<file path="src/rtl/tx_pkg.sv">
`timescale 1ns/1ps
package tx_pkg;

    typedef enum logic [2:0] {
        ST_IDLE,
        ST_ARM,
        ST_START,
        ST_DATA,
        ST_PARITY,
        ST_STOP
    } tx_state_e;

    typedef enum logic [2:0] {
        PAR_NONE = 3'd0,
        PAR_ZERO = 3'd1,
        PAR_ONE  = 3'd2,
        PAR_ODD  = 3'd3,
        PAR_EVEN = 3'd4
    } parity_e;

    typedef enum logic [1:0] {
        STOP_ONE      = 2'd0,
        STOP_ONE_HALF = 2'd1,
        STOP_TWO      = 2'd2,
        STOP_TWO_ALT  = 2'd3
    } stop_e;

endpackage

</file>
<file path="src/rtl/tx_slot_timer.sv">
`timescale 1ns/1ps
module tx_slot_timer #(
    parameter int CNT_W = 2
) (
    input  logic             clk,
    input  logic             rst_n,
    input  logic             clr,
    input  logic             tick,
    input  logic [CNT_W-1:0] limit,
    output logic             slot_end
);

    logic [CNT_W-1:0] cnt_q;

    assign slot_end = tick && (cnt_q == limit);

    always_ff @(posedge clk or negedge rst_n) begin
        if (!rst_n) begin
            cnt_q <= '0;
        end else if (clr || slot_end) begin
            cnt_q <= '0;
        end else if (tick) begin
            cnt_q <= cnt_q + 1'b1;
        end
    end

endmodule

</file>
<file path="src/rtl/tx_frame_latch.sv">
`timescale 1ns/1ps
module tx_frame_latch
    import tx_pkg::*;
#(
    parameter int DATA_W        = 8,
    parameter int SHORT_W       = 7,
    parameter int TICKS_PER_BIT = 2,
    parameter int CNT_W         = 2
) (
    input  logic              clk,
    input  logic              rst_n,
    input  logic              load,
    input  logic              shift,
    input  logic [DATA_W-1:0] data_in,
    input  logic              cfg_long,
    input  logic [2:0]        cfg_parity,
    input  logic [1:0]        cfg_stop,
    output logic              cur_bit,
    output logic              par_bit,
    output logic              par_en,
    output logic              last_bit,
    output logic [CNT_W-1:0]  stop_limit
);

    localparam int IDX_W     = (DATA_W > 1) ? $clog2(DATA_W) : 1;
    localparam int LIM_ONE   = TICKS_PER_BIT - 1;
    localparam int LIM_HALF  = TICKS_PER_BIT + (TICKS_PER_BIT / 2) - 1;
    localparam int LIM_TWO   = 2 * TICKS_PER_BIT - 1;

    logic [DATA_W-1:0] shreg_q;
    logic [IDX_W-1:0]  idx_q;
    logic              long_q;
    logic              par_bit_q;
    logic              par_en_q;
    logic [CNT_W-1:0]  stop_limit_q;

    logic              par_bit_d;
    logic              par_en_d;
    logic [CNT_W-1:0]  stop_limit_d;
    logic              short_xor;

    assign short_xor = ^data_in[SHORT_W-1:0];

    always_comb begin
        par_en_d  = 1'b0;
        par_bit_d = 1'b0;
        if (!cfg_long) begin
            unique case (parity_e'(cfg_parity))
                PAR_ZERO: begin par_en_d = 1'b1; par_bit_d = 1'b0;       end
                PAR_ONE:  begin par_en_d = 1'b1; par_bit_d = 1'b1;       end
                PAR_ODD:  begin par_en_d = 1'b1; par_bit_d = ~short_xor; end
                PAR_EVEN: begin par_en_d = 1'b1; par_bit_d = short_xor;  end
                default:  begin par_en_d = 1'b0; par_bit_d = 1'b0;       end
            endcase
        end
    end

    always_comb begin
        unique case (stop_e'(cfg_stop))
            STOP_ONE:      stop_limit_d = CNT_W'(LIM_ONE);
            STOP_ONE_HALF: stop_limit_d = CNT_W'(LIM_HALF);
            default:       stop_limit_d = CNT_W'(LIM_TWO);
        endcase
    end

    always_ff @(posedge clk or negedge rst_n) begin
        if (!rst_n) begin
            shreg_q      <= '1;
            idx_q        <= '0;
            long_q       <= 1'b0;
            par_bit_q    <= 1'b0;
            par_en_q     <= 1'b0;
            stop_limit_q <= CNT_W'(LIM_ONE);
        end else if (load) begin
            shreg_q      <= data_in;
            idx_q        <= '0;
            long_q       <= cfg_long;
            par_bit_q    <= par_bit_d;
            par_en_q     <= par_en_d;
            stop_limit_q <= stop_limit_d;
        end else if (shift) begin
            shreg_q      <= {1'b1, shreg_q[DATA_W-1:1]};
            idx_q        <= idx_q + 1'b1;
        end
    end

    assign cur_bit    = shreg_q[0];
    assign par_bit    = par_bit_q;
    assign par_en     = par_en_q;
    assign stop_limit = stop_limit_q;
    assign last_bit   = long_q ? (idx_q == IDX_W'(DATA_W - 1))
                               : (idx_q == IDX_W'(SHORT_W - 1));

endmodule

</file>
<file path="src/rtl/async_char_tx.sv">
`timescale 1ns/1ps
module async_char_tx
    import tx_pkg::*;
#(
    parameter int DATA_W        = 8,
    parameter int SHORT_W       = 7,
    parameter int TICKS_PER_BIT = 2
) (
    input  logic              clk,
    input  logic              rst_n,
    input  logic              half_tick,
    input  logic [DATA_W-1:0] char_data,
    input  logic              char_valid,
    output logic              char_ready,
    input  logic              cfg_eight_bits,
    input  logic [2:0]        cfg_parity,
    input  logic [1:0]        cfg_stop,
    output logic              line_out,
    output logic              busy
);

    localparam int CNT_W    = $clog2(2 * TICKS_PER_BIT);
    localparam int BIT_LAST = TICKS_PER_BIT - 1;

    tx_state_e        state_q, state_d;
    logic             accept;
    logic             in_slot;
    logic             slot_end;
    logic             timer_clr;
    logic [CNT_W-1:0] slot_limit;
    logic             cur_bit, par_bit, par_en, last_bit;
    logic [CNT_W-1:0] stop_limit;

    assign accept    = char_valid && (state_q == ST_IDLE);
    assign in_slot   = (state_q == ST_START) || (state_q == ST_DATA) ||
                       (state_q == ST_PARITY) || (state_q == ST_STOP);
    assign timer_clr = !in_slot;
    assign slot_limit = (state_q == ST_STOP) ? stop_limit : CNT_W'(BIT_LAST);

    tx_slot_timer #(
        .CNT_W (CNT_W)
    ) u_timer (
        .clk      (clk),
        .rst_n    (rst_n),
        .clr      (timer_clr),
        .tick     (half_tick && in_slot),
        .limit    (slot_limit),
        .slot_end (slot_end)
    );

    tx_frame_latch #(
        .DATA_W        (DATA_W),
        .SHORT_W       (SHORT_W),
        .TICKS_PER_BIT (TICKS_PER_BIT),
        .CNT_W         (CNT_W)
    ) u_latch (
        .clk        (clk),
        .rst_n      (rst_n),
        .load       (accept),
        .shift      (slot_end && (state_q == ST_DATA)),
        .data_in    (char_data),
        .cfg_long   (cfg_eight_bits),
        .cfg_parity (cfg_parity),
        .cfg_stop   (cfg_stop),
        .cur_bit    (cur_bit),
        .par_bit    (par_bit),
        .par_en     (par_en),
        .last_bit   (last_bit),
        .stop_limit (stop_limit)
    );

    always_comb begin
        state_d = state_q;
        unique case (state_q)
            ST_IDLE:   if (accept)    state_d = ST_ARM;
            ST_ARM:    if (half_tick) state_d = ST_START;
            ST_START:  if (slot_end)  state_d = ST_DATA;
            ST_DATA:   if (slot_end && last_bit)
                           state_d = par_en ? ST_PARITY : ST_STOP;
            ST_PARITY: if (slot_end)  state_d = ST_STOP;
            ST_STOP:   if (slot_end)  state_d = ST_IDLE;
            default:                  state_d = ST_IDLE;
        endcase
    end

    always_ff @(posedge clk or negedge rst_n) begin
        if (!rst_n) begin
            state_q <= ST_IDLE;
        end else begin
            state_q <= state_d;
        end
    end

    always_comb begin
        line_out   = 1'b1;
        busy       = 1'b1;
        char_ready = 1'b0;
        unique case (state_q)
            ST_IDLE:   begin busy = 1'b0; char_ready = 1'b1; end
            ST_ARM:    line_out = 1'b1;
            ST_START:  line_out = 1'b0;
            ST_DATA:   line_out = cur_bit;
            ST_PARITY: line_out = par_bit;
            ST_STOP:   line_out = 1'b1;
            default:   begin busy = 1'b0; char_ready = 1'b0; end
        endcase
    end

endmodule

</file>
<file path="config.mk">
export PLATFORM = sky130hd
export DESIGN_NAME = async_char_tx
export DESIGN_NICKNAME = d
export VERILOG_FILES = /design/src/rtl/tx_pkg.sv /design/src/rtl/tx_slot_timer.sv /design/src/rtl/tx_frame_latch.sv /design/src/rtl/async_char_tx.sv
export SDC_FILE = /design/constraint.sdc
export NUM_CORES = 1
export LEC_CHECK = 0
export ABC_AREA = 1
export BUFFER_PORTS_ARGS = -buffer_cell sky130_fd_sc_hd__buf_2
export CORE_MARGIN = 10
export CORE_UTILIZATION = 45
export DETAILED_ROUTE_END_ITERATION = 10
export GPL_TIMING_DRIVEN = 0
export HOLD_SLACK_MARGIN = 0.1
export PLACE_DENSITY = 0.66
export SYNTH_ARGS = -nofsm -noshare
export SYNTH_HDL_FRONTEND = slang
export SYNTH_SLANG_ARGS = --single-unit
</file>
<file path="constraint.sdc">
create_clock -name clk -period 1.7 [get_ports clk]
set_input_delay 0.17 -clock clk [delete_from_list [all_inputs] [get_ports clk]]
set_output_delay 0.17 -clock clk [all_outputs]
set_load 0.02 [all_outputs]
</file>
# Word level (Yosys, flattened, before mapping)
# Index checks and enable logic that the tools add are counted.
[totals]
reg_bits = 21
in_bits = 18
out_inout_bits = 3
elab_cells = 72
[classes]
add_sub_neg = 2
n_eq_ne = 19
mux = 24
bitwise = 1
reduce_logical = 18
[op_table]
columns = ["cell", "count"]
rows = [
  ["$mux 3", 8],
  ["$pmux 3 s6", 1],
  ["$mux 8", 2],
  ["$eq 3x3->1 const B", 5],
  ["$eq 3x2->1 const B", 4],
  ["$ne 2x2->1 const B", 5],
  ["$mux 1", 7],
  ["$reduce_xor 7->1", 1],
  ["$eq 3x1->1 const B", 2],
  ["$mux 2", 3],
  ["$pmux 1 s3", 2],
  ["$reduce_and 6->1", 1],
  ["$logic_and 1x1->1", 5],
  ["$reduce_or 5->1", 1],
  ["$logic_or 1x1->1", 4],
  ["$pmux 2 s2", 1],
  ["$reduce_bool 2->1", 2],
  ["$reduce_or 4->1", 1],
  ["$add 3x1->3 const B", 1],
  ["$logic_not 3->1", 1],
  ["$add 2x1->2 const B", 1],
  ["$eq 2x1->1 const B", 1],
  ["$eq 2x2->1", 1],
  ["$logic_not 2->1", 1],
  ["3 further kinds", 3],
]

# Longest topological paths before layout
[logic_depth]
word_depth = 9
ltp_mapped = 12
depth_no_buf = 11

# Hierarchy
# Synthesis repeated with hierarchy kept, for this count alone.
[hier_totals]
cells_unflattened = 189
hier_area_um2 = 1346.3
[modules_own_cells]
columns = ["module", "n_inst", "cells_each", "area_each_um2", "seq_area_each_um2"]
rows = [
  ["tx_frame_latch", 1, 109, 852.1, 411.6],
  ["async_char_tx", 1, 58, 354.1, 75.1],
  ["tx_slot_timer", 1, 22, 140.1, 50.0],
]

# Worst setup path before layout
# OpenSTA, ideal clock, no wires.
[synth_timing]
kind = "register -> output"
from = "reg state_q[2]"
to = "out line_out"
arrival_ns = 1.353
required_ns = 1.530
path_slack_ns = 0.177
path_stages_with_launch = 6
n_path_buf = 0
cell_sequence = "dfrtp_1 -> inv_1 -> nand2_1 -> nor2_1 -> inv_1 -> o21ai_0"
[synth_via]
elab_chain_cells = 2
word_cells_on_any_way = 4
cone_classes = "eq/ne (3); mux (1)"
[synth_lines]
columns = ["element", "line_no", "source"]
rows = [
  ["start: declaration", "async_char_tx.sv:25", "tx_state_e state_q, state_d;"],
  ["start signal: assignment", "async_char_tx.sv:90", "state_q <= state_d;"],
  ["$eq 3x3->1 or $eq 3x2->1 (tied branches)", "async_char_tx.sv:98", "unique case (state_q)"],
  ["$pmux 1 s3 *", "async_char_tx.sv:98", ""],
  ["end: declaration", "async_char_tx.sv:18", "output logic line_out,"],
]
# Every way passes the cells marked *; elsewhere a longest branch is shown, timed or not.

# Worst setup path in the final report
[layout_timing]
from = "reg state_q[0]"
to = "out line_out"
# The elaborated chain is that of the path after synthesis.

==> results.toml <==
[final_layout]
drive_gt1_frac = 0.311
antenna_cells = 0
area_delta_synth_final_pct = 24.6
nets = 232

[clocking]
worstSkewPairLatency_ns = 0.31
cts_tree = "yes"
cts_inserted_buffers = 3
htree_num_levels = 1
cts_buffer_depth = 2
cts.clk_slew.worst_paths_ns = 0.12
clock_sinks = 21
cts_root_buf = "clkbuf_4"

[placed_design]
dp_hpwl_um = 2300
post-place-ws_ns = 0.0720
io_buffers = 20
gp_congestion = 0.920

[yosys]
yosys_register_bits = 21
synth_top_area_cell = "dfrtp_1"
synth_cell_types = 26
synth_top_area_share = 0.233
ys_top_cells_by_area = "dfrtp_1, dfstp_2, nand2_1, nand3_1, inv_1"
yosysWarnings = 0
netlist_area_um2 = 1290
synth_cells = 177
syn_area_per_cell_um2 = 7.27
yosysSeqAreaShare = 0.417
syn_nets = 196

[die]
core-area_um2 = 2730
num_rows = 19
initial_core_util = 0.470
die_h_um = 73.5
io_pins = 21
fp.dieW_um = 73.5
die_area_um2 = 5400

[sta]
worst_pin_slew_ns = 0.581
rsz0062_at_grt = "true"
fin_crit_sh = 0.963
hold_viol = 0
fin_crit_ns = 1.64
tns_ns = 0
finClkSkew_ns = 0.0105
relSlewSlack = 0.609
worst_slack_ns = 0.0628
holdWs_ns = 0.108
final-max-slew-violation-count = 0
final-setup-viol-count = 0
max_freq_mhz = 611

[global_route]
grt_max_degree = 22
grt_usage = 0.116
grt.overflow.total = 0
antenna_found_initial = 0
grt_pass1_vias = 1233
grt_pass1_wl_um = 5200

[worst_setup_path]
critical_path.max_fanout = 9
r2r-start = "state_q[2]"
cp_cell_sequence = "buf_6 -> nor2_4 -> nand2_2 -> o21ai_0 -> o21ai_1 -> buf_4"
path_buf_inv = 2
r2r_cells = 10
r2r_slack_ns = 0.08
start_kind = "flip-flop"
cp.arrival_ns = 1.47
path_class = "flip-flop to output pin"
slowest_delay_ns = 0.39
rr_endpoint = "u_timer.cnt_q[0]"
cpMaxStageDelayCell = "dfrtp_1"
cp-end-kind = "output pin"
critical-path-top-delay-family = "flip-flops"
crit_required_ns = 1.53

[route]
dr.pass1.iters = 6
routed_wl_um = 3030
drtAntennaViolNets = 0
wire_per_inst_um = 12.5
route.top_layer_used = "met4"
routed-wl-met3_um = 148
wl_met1_um = 1390
drt-initial-drc-count = 52
vias_per_cell = 5.10
drc = 0
wl_met2_um = 1450
vias = 1239

[pwr]
peakVddDrop_v = 0.00107
power.density_nw_per_um2 = 1470
p_leak_nw = 0.833

[hold_path]
min_path_type = "input port to flip-flop"
hold_depth = 3
hold_start = "char_data[3]"
hold_path_end = "u_latch.shreg_q[3]"

[job]
cap_viol_max_count = 0

[run_status]
status = "complete, no violations"
power by group:
| group | internal (mW) | switching [mW] | leakage [nW] |
|---|---|---|---|
| clock | 0.0878 | 0.155 | 0.0177 |
| combinational | 0.480 | 0.772 | 0.565 |
| sequential | 0.749 | 0.116 | 0.250 |
cells in the mapped netlist:
master    number
o22ai_1        1
buf_4          1
nand4_1        5
nand3_1       16
nand2_1       58
o21ai_1        3
nor2_1        11
dfrtp_1       12
xor2_1         4
a21oi_1        2
ha_1           1
mux2_2         1
dfstp_2        9
nand2_2        3
inv_1         21
nor2_2         2
o21ai_0       13
nor2_4         1
buf_2          1
o211ai_1       1
nand3_2        3
inv_2          3
nand2_4        1
o21a_1         1
xnor2_1        2
nor3_1         1
worst max path at each step:
stage	start	endpoint	slack [ns]	depth (start not counted)
floorplan	state_q[2]	line_out	0.18	5
global placement	state_q[0]	u_latch.idx_q[2]	0.09	11
detailed placement	state_q[0]	u_latch.idx_q[1]	0.07	11
CTS	state_q[1]	line_out	0.004	5
global route	state_q[2]	u_timer.cnt_q[0]	-0.04	10
finish	state_q[0]	line_out	0.06	6
repair_timing:
action,in CTS,in global routing
endpoints found under the hold margin,14,0
gates resized for setup,4,17
cloned,0,1
setup buffers,2,5
pin swaps,1,11
hold buffers,3,0
setup endpoints to repair,1,15
sequential cells by signal, indices dropped and copies added, names as in the netlist:
register / cells
u_latch.shreg_q: 8
u_latch.long_q: 1
state_q: 3
u_latch.par_bit: 1
u_latch.stop_limit: 2
u_latch.idx_q: 3
u_timer.cnt_q: 2
u_latch.par_en: 1
per-stage QoR:
stage               utilization  std cells  cell area, µm²  total power, mW
finish                    0.586        243            1600             2.36
global route              0.586        243            1600             2.56
CTS                       0.551        237            1510             2.20
detailed placement        0.521        228            1430             1.91
global placement          0.521        228            1430             1.87
floorplan                     -        177            1290             1.64
worst reg2reg max path, cell delays in order (launching register included):
cell and delay (ns):
dfrtp_1 0.43, buf_6 0.14, buf_4 0.13, nand3_1 0.11, nand3_2 0.13, nand2_2 0.11
inv_2 0.07, nand2_2 0.08, nand2_4 0.08, buf_4 0.14, nor3_1 0.13
layout make-up:
| type | instances | area [µm²] |
|---|---|---|
| clock inverters | 1 | 5.00 |
| well taps | 31 | 38.8 |
| plain buffers | 2 | 18.8 |
| inverters | 24 | 92.6 |
| clock buffers | 3 | 22.5 |
| multi-input cells | 131 | 698 |
| flip-flops and latches | 21 | 538 |
| fillers | 256 | 1130 |
| repair buffers | 30 | 189 |
cell families (layout without fill, tap and decap cells):
logic type               count (synthesis)  in the layout  synth area share
AO/OA/AOI/OAI                           21             21            0.0866
XOR/XNOR                                 6              6            0.0409
adder cells (fa/ha/maj)                  1              1           0.00973
buffers and inverters                   26             60            0.0798
flip-flops                              21             21             0.417
multiplexers                             1              1           0.00875
AND/OR/NAND/NOR                        101            102             0.357
placed cells by master (no fill, tap or decap), drive strengths merged:
cell type / instances
nand4: 5
xor2: 4
ha: 1
dfrtp: 12
clkbuf: 3
inv: 24
o211ai: 1
xnor2: 2
nand3: 19
o21ai: 16
dlygate4sd3: 3
o21a: 1
mux2: 1
dfstp: 9
o22ai: 1
nand2: 63
a21oi: 2
nor3: 1
clkinv: 1
buf: 29
nor2: 14
metal layers:
layer,GRT usage,up-vias
met5,0,-
met3,0.0175,5
met1,0.138,564
met2,0.203,35
met4,0.0435,0
li1,-,635
Note: power is estimated with default switching activity, not from simulation.
